## src/rtl/twin_timer_pkg.sv

```systemverilog
`timescale 1ns/1ps
// Package: shared control-word bit positions and register selector type for
// the dual timer. Assumes every channel uses the same 11-bit control layout.
package twin_timer_pkg;

    // Control word bit positions; software depends on these.
    localparam int BIT_CAPMODE = 0;
    localparam int BIT_DOWN    = 1;
    localparam int BIT_XGEN    = 2;
    localparam int BIT_XCAP    = 3;
    localparam int BIT_AUTO    = 4;
    localparam int BIT_LOAD    = 5;
    localparam int BIT_IEN     = 6;
    localparam int BIT_RUN     = 7;
    localparam int BIT_FLAG    = 8;
    localparam int BIT_PWM     = 9;
    localparam int BIT_ALL     = 10;

    // Stored control bits (0..9); bit 8 slot is kept zero, flag lives apart.
    localparam int CTL_W       = 10;

    // Word index inside one channel's 16-byte window.
    typedef enum logic [1:0] {
        SEL_CTL  = 2'd0,
        SEL_LOAD = 2'd1,
        SEL_CNT  = 2'd2,
        SEL_NONE = 2'd3
    } reg_sel_e;

endpackage

```

## src/rtl/twin_timer_decode.sv

```systemverilog
`timescale 1ns/1ps
// Module: address decoder. Splits a word address into channel index and
// register selector, and produces per-channel write strobes plus the
// start-all pulse. Assumes NUM_CH is a power of two and at least 2.
module twin_timer_decode
    import twin_timer_pkg::*;
#(
    parameter int NUM_CH = 2,
    parameter int DATA_W = 32,
    localparam int CH_W  = $clog2(NUM_CH),
    localparam int WA_W  = CH_W + 2
) (
    input  logic              wr_en,
    input  logic [WA_W-1:0]   waddr,
    input  logic              wbit_all,
    output logic [CH_W-1:0]   ch_idx,
    output reg_sel_e          sel,
    output logic [NUM_CH-1:0] wr_ctl,
    output logic [NUM_CH-1:0] wr_load,
    output logic              start_all
);

    // Purpose: split the word address into channel and register fields.
    always_comb begin
        ch_idx = waddr[WA_W-1:2];
        sel    = reg_sel_e'(waddr[1:0]);
    end

    // Purpose: one write strobe per channel and register that accepts writes.
    for (genvar k = 0; k < NUM_CH; k++) begin : g_strobe
        always_comb begin
            wr_ctl[k]  = wr_en && (ch_idx == CH_W'(k)) && (sel == SEL_CTL);
            wr_load[k] = wr_en && (ch_idx == CH_W'(k)) && (sel == SEL_LOAD);
        end
    end

    // Purpose: start-all fires on any control write carrying bit 10.
    always_comb start_all = wr_en && (sel == SEL_CTL) && wbit_all;

endmodule

```

## src/rtl/twin_timer_chan.sv

```systemverilog
`timescale 1ns/1ps
// Module: one timer/counter channel. Holds the control bits, the event flag,
// the reload value and the live count; produces a one-cycle interrupt on
// the flag's rising edge when the gate is open. Assumes DATA_W >= 11 and
// that write strobes are single-cycle and sampled at the rising edge.
module twin_timer_chan
    import twin_timer_pkg::*;
#(
    parameter int DATA_W = 32
) (
    input  logic              clk,
    input  logic              rst_n,
    input  logic              wr_ctl,
    input  logic              wr_load,
    input  logic              start_all,
    input  logic [DATA_W-1:0] wdata,
    output logic [DATA_W-1:0] ctl_word,
    output logic [DATA_W-1:0] load_val,
    output logic [DATA_W-1:0] cnt_val,
    output logic              irq
);

    logic [CTL_W-1:0]  ctl_q;
    logic              flag_q;
    logic [DATA_W-1:0] load_q;
    logic [DATA_W-1:0] cnt_q;
    logic [DATA_W-1:0] cnt_d;
    logic [CTL_W-1:0]  ctl_d;
    logic              at_end;
    logic              term;
    logic              stepping;

    // Purpose: detect the terminal step for the selected direction.
    always_comb begin
        stepping = ctl_q[BIT_RUN] && !ctl_q[BIT_LOAD];
        at_end   = ctl_q[BIT_DOWN] ? (cnt_q == '0) : (cnt_q == '1);
        term     = stepping && at_end;
    end

    // Purpose: next count from load, step, reload or one-shot stop.
    always_comb begin
        if (ctl_q[BIT_LOAD])
            cnt_d = load_q;
        else if (!ctl_q[BIT_RUN])
            cnt_d = cnt_q;
        else if (term)
            cnt_d = ctl_q[BIT_AUTO] ? load_q : '0;
        else if (ctl_q[BIT_DOWN])
            cnt_d = cnt_q - 1'b1;
        else
            cnt_d = cnt_q + 1'b1;
    end

    // Purpose: next control bits; a bus write wins over the one-shot stop.
    always_comb begin
        if (wr_ctl) begin
            ctl_d           = wdata[CTL_W-1:0];
            ctl_d[BIT_FLAG] = 1'b0;
        end else begin
            ctl_d = ctl_q;
            if (term && !ctl_q[BIT_AUTO])
                ctl_d[BIT_RUN] = 1'b0;
        end
        if (start_all)
            ctl_d[BIT_RUN] = 1'b1;
    end

    // Purpose: control, reload and count registers.
    always_ff @(posedge clk) begin
        if (!rst_n) begin
            ctl_q  <= '0;
            load_q <= '0;
            cnt_q  <= '0;
        end else begin
            ctl_q <= ctl_d;
            cnt_q <= cnt_d;
            if (wr_load)
                load_q <= wdata;
        end
    end

    // Purpose: sticky event flag; a terminal event wins over a clear.
    always_ff @(posedge clk) begin
        if (!rst_n)
            flag_q <= 1'b0;
        else if (term)
            flag_q <= 1'b1;
        else if (wr_ctl && wdata[BIT_FLAG])
            flag_q <= 1'b0;
    end

    // Purpose: one-cycle interrupt on the flag's 0-to-1 edge, gated.
    always_ff @(posedge clk) begin
        if (!rst_n)
            irq <= 1'b0;
        else
            irq <= term && !flag_q && ctl_q[BIT_IEN];
    end

    // Purpose: assemble the readable control word.
    always_comb begin
        ctl_word                = '0;
        ctl_word[CTL_W-1:0]     = ctl_q;
        ctl_word[BIT_FLAG]      = flag_q;
    end

    assign load_val = load_q;
    assign cnt_val  = cnt_q;

    // a loading channel copies the reload value at the next edge.
    a_r4_load_copy: assert property (@(posedge clk) disable iff (!rst_n)
        ctl_q[BIT_LOAD] |=> (cnt_q == $past(load_q)));

    // a stopped channel keeps its count.
    a_r5_hold: assert property (@(posedge clk) disable iff (!rst_n)
        (!ctl_q[BIT_LOAD] && !ctl_q[BIT_RUN]) |=> $stable(cnt_q));

    // a running down counter away from zero decrements by one.
    a_r6_down_step: assert property (@(posedge clk) disable iff (!rst_n)
        (stepping && ctl_q[BIT_DOWN] && cnt_q != '0) |=> (cnt_q == $past(cnt_q) - 1'b1));

    // a running up counter below all ones increments by one.
    a_r6_up_step: assert property (@(posedge clk) disable iff (!rst_n)
        (stepping && !ctl_q[BIT_DOWN] && cnt_q != '1) |=> (cnt_q == $past(cnt_q) + 1'b1));

    // an auto-reload terminal step reloads and raises the flag.
    a_r7_reload: assert property (@(posedge clk) disable iff (!rst_n)
        (term && ctl_q[BIT_AUTO]) |=> (cnt_q == $past(load_q) && flag_q));

    // a one-shot terminal step zeroes the count and stops the channel.
    a_r8_oneshot_stop: assert property (@(posedge clk) disable iff (!rst_n)
        (term && !ctl_q[BIT_AUTO] && !wr_ctl && !start_all) |=> (cnt_q == '0 && !ctl_q[BIT_RUN] && flag_q));

    // the flag stays set unless a write-one clears it.
    a_r9_flag_sticky: assert property (@(posedge clk) disable iff (!rst_n)
        (flag_q && !(wr_ctl && wdata[BIT_FLAG])) |=> flag_q);

    // the interrupt lasts one cycle and only accompanies a set flag.
    a_r10_irq_single: assert property (@(posedge clk) disable iff (!rst_n)
        irq |=> !irq);
    a_r10_irq_flag: assert property (@(posedge clk) disable iff (!rst_n)
        irq |-> (flag_q && !$past(flag_q) && $past(ctl_q[BIT_IEN])));

    // start-all leaves the channel running after the edge.
    a_r11_start_all: assert property (@(posedge clk) disable iff (!rst_n)
        start_all |=> ctl_q[BIT_RUN]);

endmodule

```

## src/rtl/twin_timer_rdmux.sv

```systemverilog
`timescale 1ns/1ps
// Module: read-data multiplexer. Picks the addressed channel's control,
// reload or count word; the spare word slot reads zero. Assumes the
// channel index is always below NUM_CH (true for a power-of-two count).
module twin_timer_rdmux
    import twin_timer_pkg::*;
#(
    parameter int NUM_CH = 2,
    parameter int DATA_W = 32,
    localparam int CH_W  = $clog2(NUM_CH)
) (
    input  logic [CH_W-1:0]   ch_idx,
    input  reg_sel_e          sel,
    input  logic [DATA_W-1:0] ctl_words [NUM_CH],
    input  logic [DATA_W-1:0] load_vals [NUM_CH],
    input  logic [DATA_W-1:0] cnt_vals  [NUM_CH],
    output logic [DATA_W-1:0] rdata
);

    // Purpose: select the addressed word.
    always_comb begin
        unique case (sel)
            SEL_CTL:  rdata = ctl_words[ch_idx];
            SEL_LOAD: rdata = load_vals[ch_idx];
            SEL_CNT:  rdata = cnt_vals[ch_idx];
            default:  rdata = '0;
        endcase
    end

endmodule

```

## src/rtl/twin_timer.sv

```systemverilog
`timescale 1ns/1ps
// Module: top of the dual timer/counter. Decodes the register bus, holds
// NUM_CH channels and returns combinational read data. Assumes a 16-byte
// window per channel and byte addresses whose two low bits are ignored.
module twin_timer
    import twin_timer_pkg::*;
#(
    parameter int NUM_CH = 2,
    parameter int DATA_W = 32,
    localparam int CH_W  = $clog2(NUM_CH),
    localparam int ADDR_W = CH_W + 4
) (
    input  logic              clk,
    input  logic              rst_n,
    input  logic              wr_en,
    input  logic [ADDR_W-1:0] addr,
    input  logic [DATA_W-1:0] wdata,
    output logic [DATA_W-1:0] rdata,
    output logic [NUM_CH-1:0] irq
);

    logic [CH_W-1:0]   ch_idx;
    reg_sel_e          sel;
    logic [NUM_CH-1:0] wr_ctl;
    logic [NUM_CH-1:0] wr_load;
    logic              start_all;
    logic [DATA_W-1:0] ctl_words [NUM_CH];
    logic [DATA_W-1:0] load_vals [NUM_CH];
    logic [DATA_W-1:0] cnt_vals  [NUM_CH];
    logic [1:0]        unused_byte_lane;

    assign unused_byte_lane = addr[1:0];

    twin_timer_decode #(.NUM_CH(NUM_CH), .DATA_W(DATA_W)) decode_i (
        .wr_en     (wr_en),
        .waddr     (addr[ADDR_W-1:2]),
        .wbit_all  (wdata[BIT_ALL]),
        .ch_idx    (ch_idx),
        .sel       (sel),
        .wr_ctl    (wr_ctl),
        .wr_load   (wr_load),
        .start_all (start_all)
    );

    for (genvar k = 0; k < NUM_CH; k++) begin : g_chan
        twin_timer_chan #(.DATA_W(DATA_W)) chan_i (
            .clk       (clk),
            .rst_n     (rst_n),
            .wr_ctl    (wr_ctl[k]),
            .wr_load   (wr_load[k]),
            .start_all (start_all),
            .wdata     (wdata),
            .ctl_word  (ctl_words[k]),
            .load_val  (load_vals[k]),
            .cnt_val   (cnt_vals[k]),
            .irq       (irq[k])
        );
    end

    twin_timer_rdmux #(.NUM_CH(NUM_CH), .DATA_W(DATA_W)) rdmux_i (
        .ch_idx    (ch_idx),
        .sel       (sel),
        .ctl_words (ctl_words),
        .load_vals (load_vals),
        .cnt_vals  (cnt_vals),
        .rdata     (rdata)
    );

    // the spare word slot of every channel reads zero.
    a_r1_spare_zero: assert property (@(posedge clk) disable iff (!rst_n)
        (addr[3:2] == 2'b11) |-> (rdata == '0));

    // the start-all bit never reads back as set.
    a_r3_all_reads_zero: assert property (@(posedge clk) disable iff (!rst_n)
        (addr[3:2] == 2'b00) |-> (rdata[BIT_ALL] == 1'b0));

    // irq is quiet in the cycle after a reset edge.
    a_r2_reset_quiet: assert property (@(posedge clk)
        !rst_n |=> (irq == '0));

endmodule

```

## config.mk

```make
export PLATFORM = sky130hd
export DESIGN_NAME = twin_timer
export DESIGN_NICKNAME = d
export VERILOG_FILES = /design/src/rtl/twin_timer_pkg.sv /design/src/rtl/twin_timer_decode.sv /design/src/rtl/twin_timer_chan.sv /design/src/rtl/twin_timer_rdmux.sv /design/src/rtl/twin_timer.sv
export SDC_FILE = /design/constraint.sdc
export NUM_CORES = 1
export LEC_CHECK = 0
export BUFFER_PORTS_ARGS = -buffer_cell sky130_fd_sc_hd__buf_4
export CAP_MARGIN = 20
export CORE_MARGIN = 10
export CORE_UTILIZATION = 56
export DETAILED_ROUTE_END_ITERATION = 12
export GPL_ROUTABILITY_DRIVEN = 0
export HOLD_SLACK_MARGIN = 0.02
export PLACE_DENSITY = 0.78
export SLEW_MARGIN = 20
export SYNTH_ARGS = -nofsm -noshare
export SYNTH_HDL_FRONTEND = slang
export SYNTH_SLANG_ARGS = --single-unit
export TNS_END_PERCENT = 10
```

## constraint.sdc

```tcl
create_clock -name clk -period 3.1 [get_ports clk]
set_input_delay 0.62 -clock clk [delete_from_list [all_inputs] [get_ports clk]]
set_output_delay 0.62 -clock clk [all_outputs]
set_load 0.005 [all_outputs]
```

==> results_dict.tcl <==
set metrics [dict create \
    status "finished clean" \
    drv_cap 0 \
    hold_depth 3 \
    vias 11630 \
    maxSlewViolCount 0 \
    ys.flop_type "dfxtp_1" \
    ir_drop_mv 0.3790 \
    synth_nets 1587 \
    reg2reg_depth 11 \
    async_reset_ff_share_pct 0 \
    grt-ovfl-total 0 \
    hold_buffers 0 \
    final_antenna_net_count 0 \
    dr.pass1.iters 6 \
    yosys-top-cells-area "dfxtp_1 27%, nand2_1 8.8%, ha_1 6.7%" \
    avgSynthCellArea_um2 7.536 \
    seqPwrFrac_pct 42.4 \
    power_frac_clock_pct 45.1 \
    yosys_warnings 0 \
    rsz0062_at_grt "yes" \
    clk_pin_slew_ns 0.06 \
    worstMarginPinSlew_ns 0.8860 \
    sequential_cell_area_mm2 0.003005 \
    clk_path_buf_depth 2 \
    drt-initial-drc-count 1440 \
    holdPathEnd "g_chan[1].chan_i.load_val[28]" \
    synth.distinct_cells 71 \
    coreArea_mm2 0.01959 \
    ys_ff_latch 150 \
    leakagePower_nw 5.050 \
    power.total_mw 4.827 \
    reg2reg_to "g_chan[0].chan_i.cnt_val[27]" \
    intPower_mw 3.520 \
    grt_usage_pct 26.10 \
    dieWidth_um 161.4 \
    power.share.switching_pct 27.08 \
    wl_um 35540 \
    fmax_mhz 333.0 \
    drive_above_1_share_pct 12.21 \
    finalHoldWorstSlack_ns 0.4653 \
    critPathMaxFanout 28 \
    maxSlewHeadroom_pct 40.71 \
    min_period_ns 3.003 \
    final_nets 1629 \
    grt_pass1_vias 10810 \
    setup_viol 0 \
    dpl.hpwl_um 25910 \
    yosysMostFrequentCell "nand2_1" \
    worstHoldStart "wdata[28]" \
    synth_largest_area_cell "dfxtp_1" \
    cp-start-kind "flop" \
    syn-instance-count 1485 \
    syn_area_mm2 0.01119 \
    finalCritPeriodShare_pct 96.88 \
    powerDensity_mw_per_mm2 378.5 \
    synth.top_cell.area_share_pct 26.83 \
    synth_commonest_cells "263 x nand2_1, 150 x dfxtp_1, 100 x o21ai_0, 90 x a21boi_0, 84 x nor2_1" \
    grt_pass1_wl_um 56460 \
    tritoncts "yes" \
    cp-end-kind "flop" \
    numCtsBuffers 17 \
    seq_area_frac_synth_pct 26.83 \
    clock-root-buffer "clkbuf_16" \
    power.switching_mw 1.307 \
    start_util_pct 57.12 \
    std_cell_rows 51 \
    port_buffers 71 \
    reg2reg_from "g_chan[0].chan_i.ctl_q[1]" \
    critPathRequiredTime_ns 3.41 \
    clkLatencyLatePin_ns 0.43 \
    finalHoldViolCount 0 \
    n_fill_cell 1673 \
    syn2layout_area_growth_pct 13.95 \
    hold_path.class "in2reg" \
    via_per_inst 6.445 \
    wl_per_cell_um 19.69 \
    worst-setup-path-type "reg2reg" \
    multi_input_area_mm2 0.007754 \
    ios 74 \
    crit_arrival_ns 3.31 \
    skew_ns 0.01483 \
    die_y_um 161.4 \
    grt_max_degree 68 \
    comb_power_share_pct 12.5 \
    synth_edf_count 0 \
    dieArea_mm2 0.02604 \
    r2r_setup_slack_ns 0.1 \
    htreeDepth 4 \
    clock-sinks 150 \
    antenna_found_initial 0 \
    remaining_drc_errors 0 \
    diodes 0 \
]
-- flip-flops by register name (all words and copies together) (netlist names) --
signal,count
g_chan.chan_i.load_val,64
g_chan.chan_i.flag_q,2
g_chan.chan_i.ctl_q,18
g_chan.chan_i.cnt_val,64
g_chan.chan_i.irq,2
-- worst max-delay path by stage --
stage / from / to / slack (ns)
finish: g_chan[0].chan_i.ctl_q[1] / g_chan[0].chan_i.cnt_val[27] / 0.1
global route: g_chan[0].chan_i.ctl_q[1] / g_chan[0].chan_i.cnt_val[27] / -0.08
CTS: g_chan[1].chan_i.ctl_q[1] / g_chan[1].chan_i.cnt_val[31] / 0.09
detailed placement: g_chan[1].chan_i.ctl_q[1] / g_chan[1].chan_i.cnt_val[31] / 0.11
global placement: g_chan[0].chan_i.ctl_q[1] / g_chan[0].chan_i.cnt_val[26] / 0.16
floorplan: g_chan[0].chan_i.ctl_q[1] / g_chan[0].chan_i.cnt_val[26] / -0.19
-- layer usage --
layer  global-route usage, %  up-vias  share of wire (%)
met1                   34.99     5493                 43
li1                        -     5505                  -
met2                   42.39      574                 46
met3                   4.448       62                8.9
met4                   6.865        0                2.2
met5                       0        -                  0
-- repair_timing --
action                     in CTS  in global routing
setup endpoints to repair       0                 23
resized for setup               0                 11
setup buffers                   0                  1
-- through the flow --
| stage | TNS [ns] | setup WS, ns | cells | cell area [µm²] | utilization (%) |
|---|---|---|---|---|---|
| 6_report | 0 | 0.09680 | 1805 | 12750 | 65.10 |
| 3_5_place_dp | 0 | 0.1114 | 1772 | 12090 | 61.69 |
| 5_1_grt | -0.2031 | -0.07825 | 1805 | 12750 | 65.10 |
| 4_1_cts | 0 | 0.09498 | 1804 | 12700 | 64.82 |
| 2_1_floorplan | -0.2883 | -0.1915 | 1485 | 11190 | - |
| 3_3_place_gp | 0 | 0.1590 | 1772 | 12090 | 61.69 |
-- logic make-up (layout without fill, tap and decap cells) --
family / after synthesis / after routing / share of synthesized area [%]
AO/OA/AOI/OAI: 487 / 487 / 29.05
XOR/XNOR: 58 / 58 / 4.539
adder cells (fa/ha/maj): 62 / 62 / 7.066
buffers and inverters: 118 / 173 / 4.372
flip-flops: 150 / 150 / 26.83
multiplexers: 68 / 68 / 6.116
AND/OR/NAND/NOR: 542 / 542 / 22.03
-- critical path, cell delays in order (launching register included) --
cell and delay (ns):
dfxtp_2 0.38, buf_12 0.19, ha_1 0.26, a2111o_1 0.41, o211ai_1 0.35, buf_4 0.18, a311oi_2 0.11, o211ai_1 0.26
a21oi_2 0.11, a221o_1 0.34, xnor2_1 0.18, o21ai_0 0.09
-- area by class of cell --
type                       count  area share [%]
multi-input combinational   1217           60.80
sequential                   150           23.57
timing repair buffer         125           7.751
clock buffer                  19           3.473
tap                          265           2.600
clock inverter                13           1.334
inverter                      16          0.4710
-- power groups by stage --
stage	Clock, mW	Sequential (mW)	Combinational (mW)
after floorplan	0	2.06	0.381
after global placement	0	2.08	0.572
after detailed placement	0	2.09	0.585
after CTS	2.18	2.04	0.590
after global routing	2.26	2.05	0.654
final	2.18	2.04	0.605
-- placed cells by master, fill, tap and decap left out, types with 35 or more instances in the layout --
cell type  Yosys  layout
a21boi_0      90      90
a21o_1        37      36
a21oi_1       79      76
buf_4          5     121
dfxtp_1      150     148
ha_1          60      60
mux2i_1       65      65
nand2_1      263     263
nand3_1       63      62
nor2_1        84      82
o211ai_1      35      35
o21ai_0      100     100
Power figures use the tool's default switching activity.
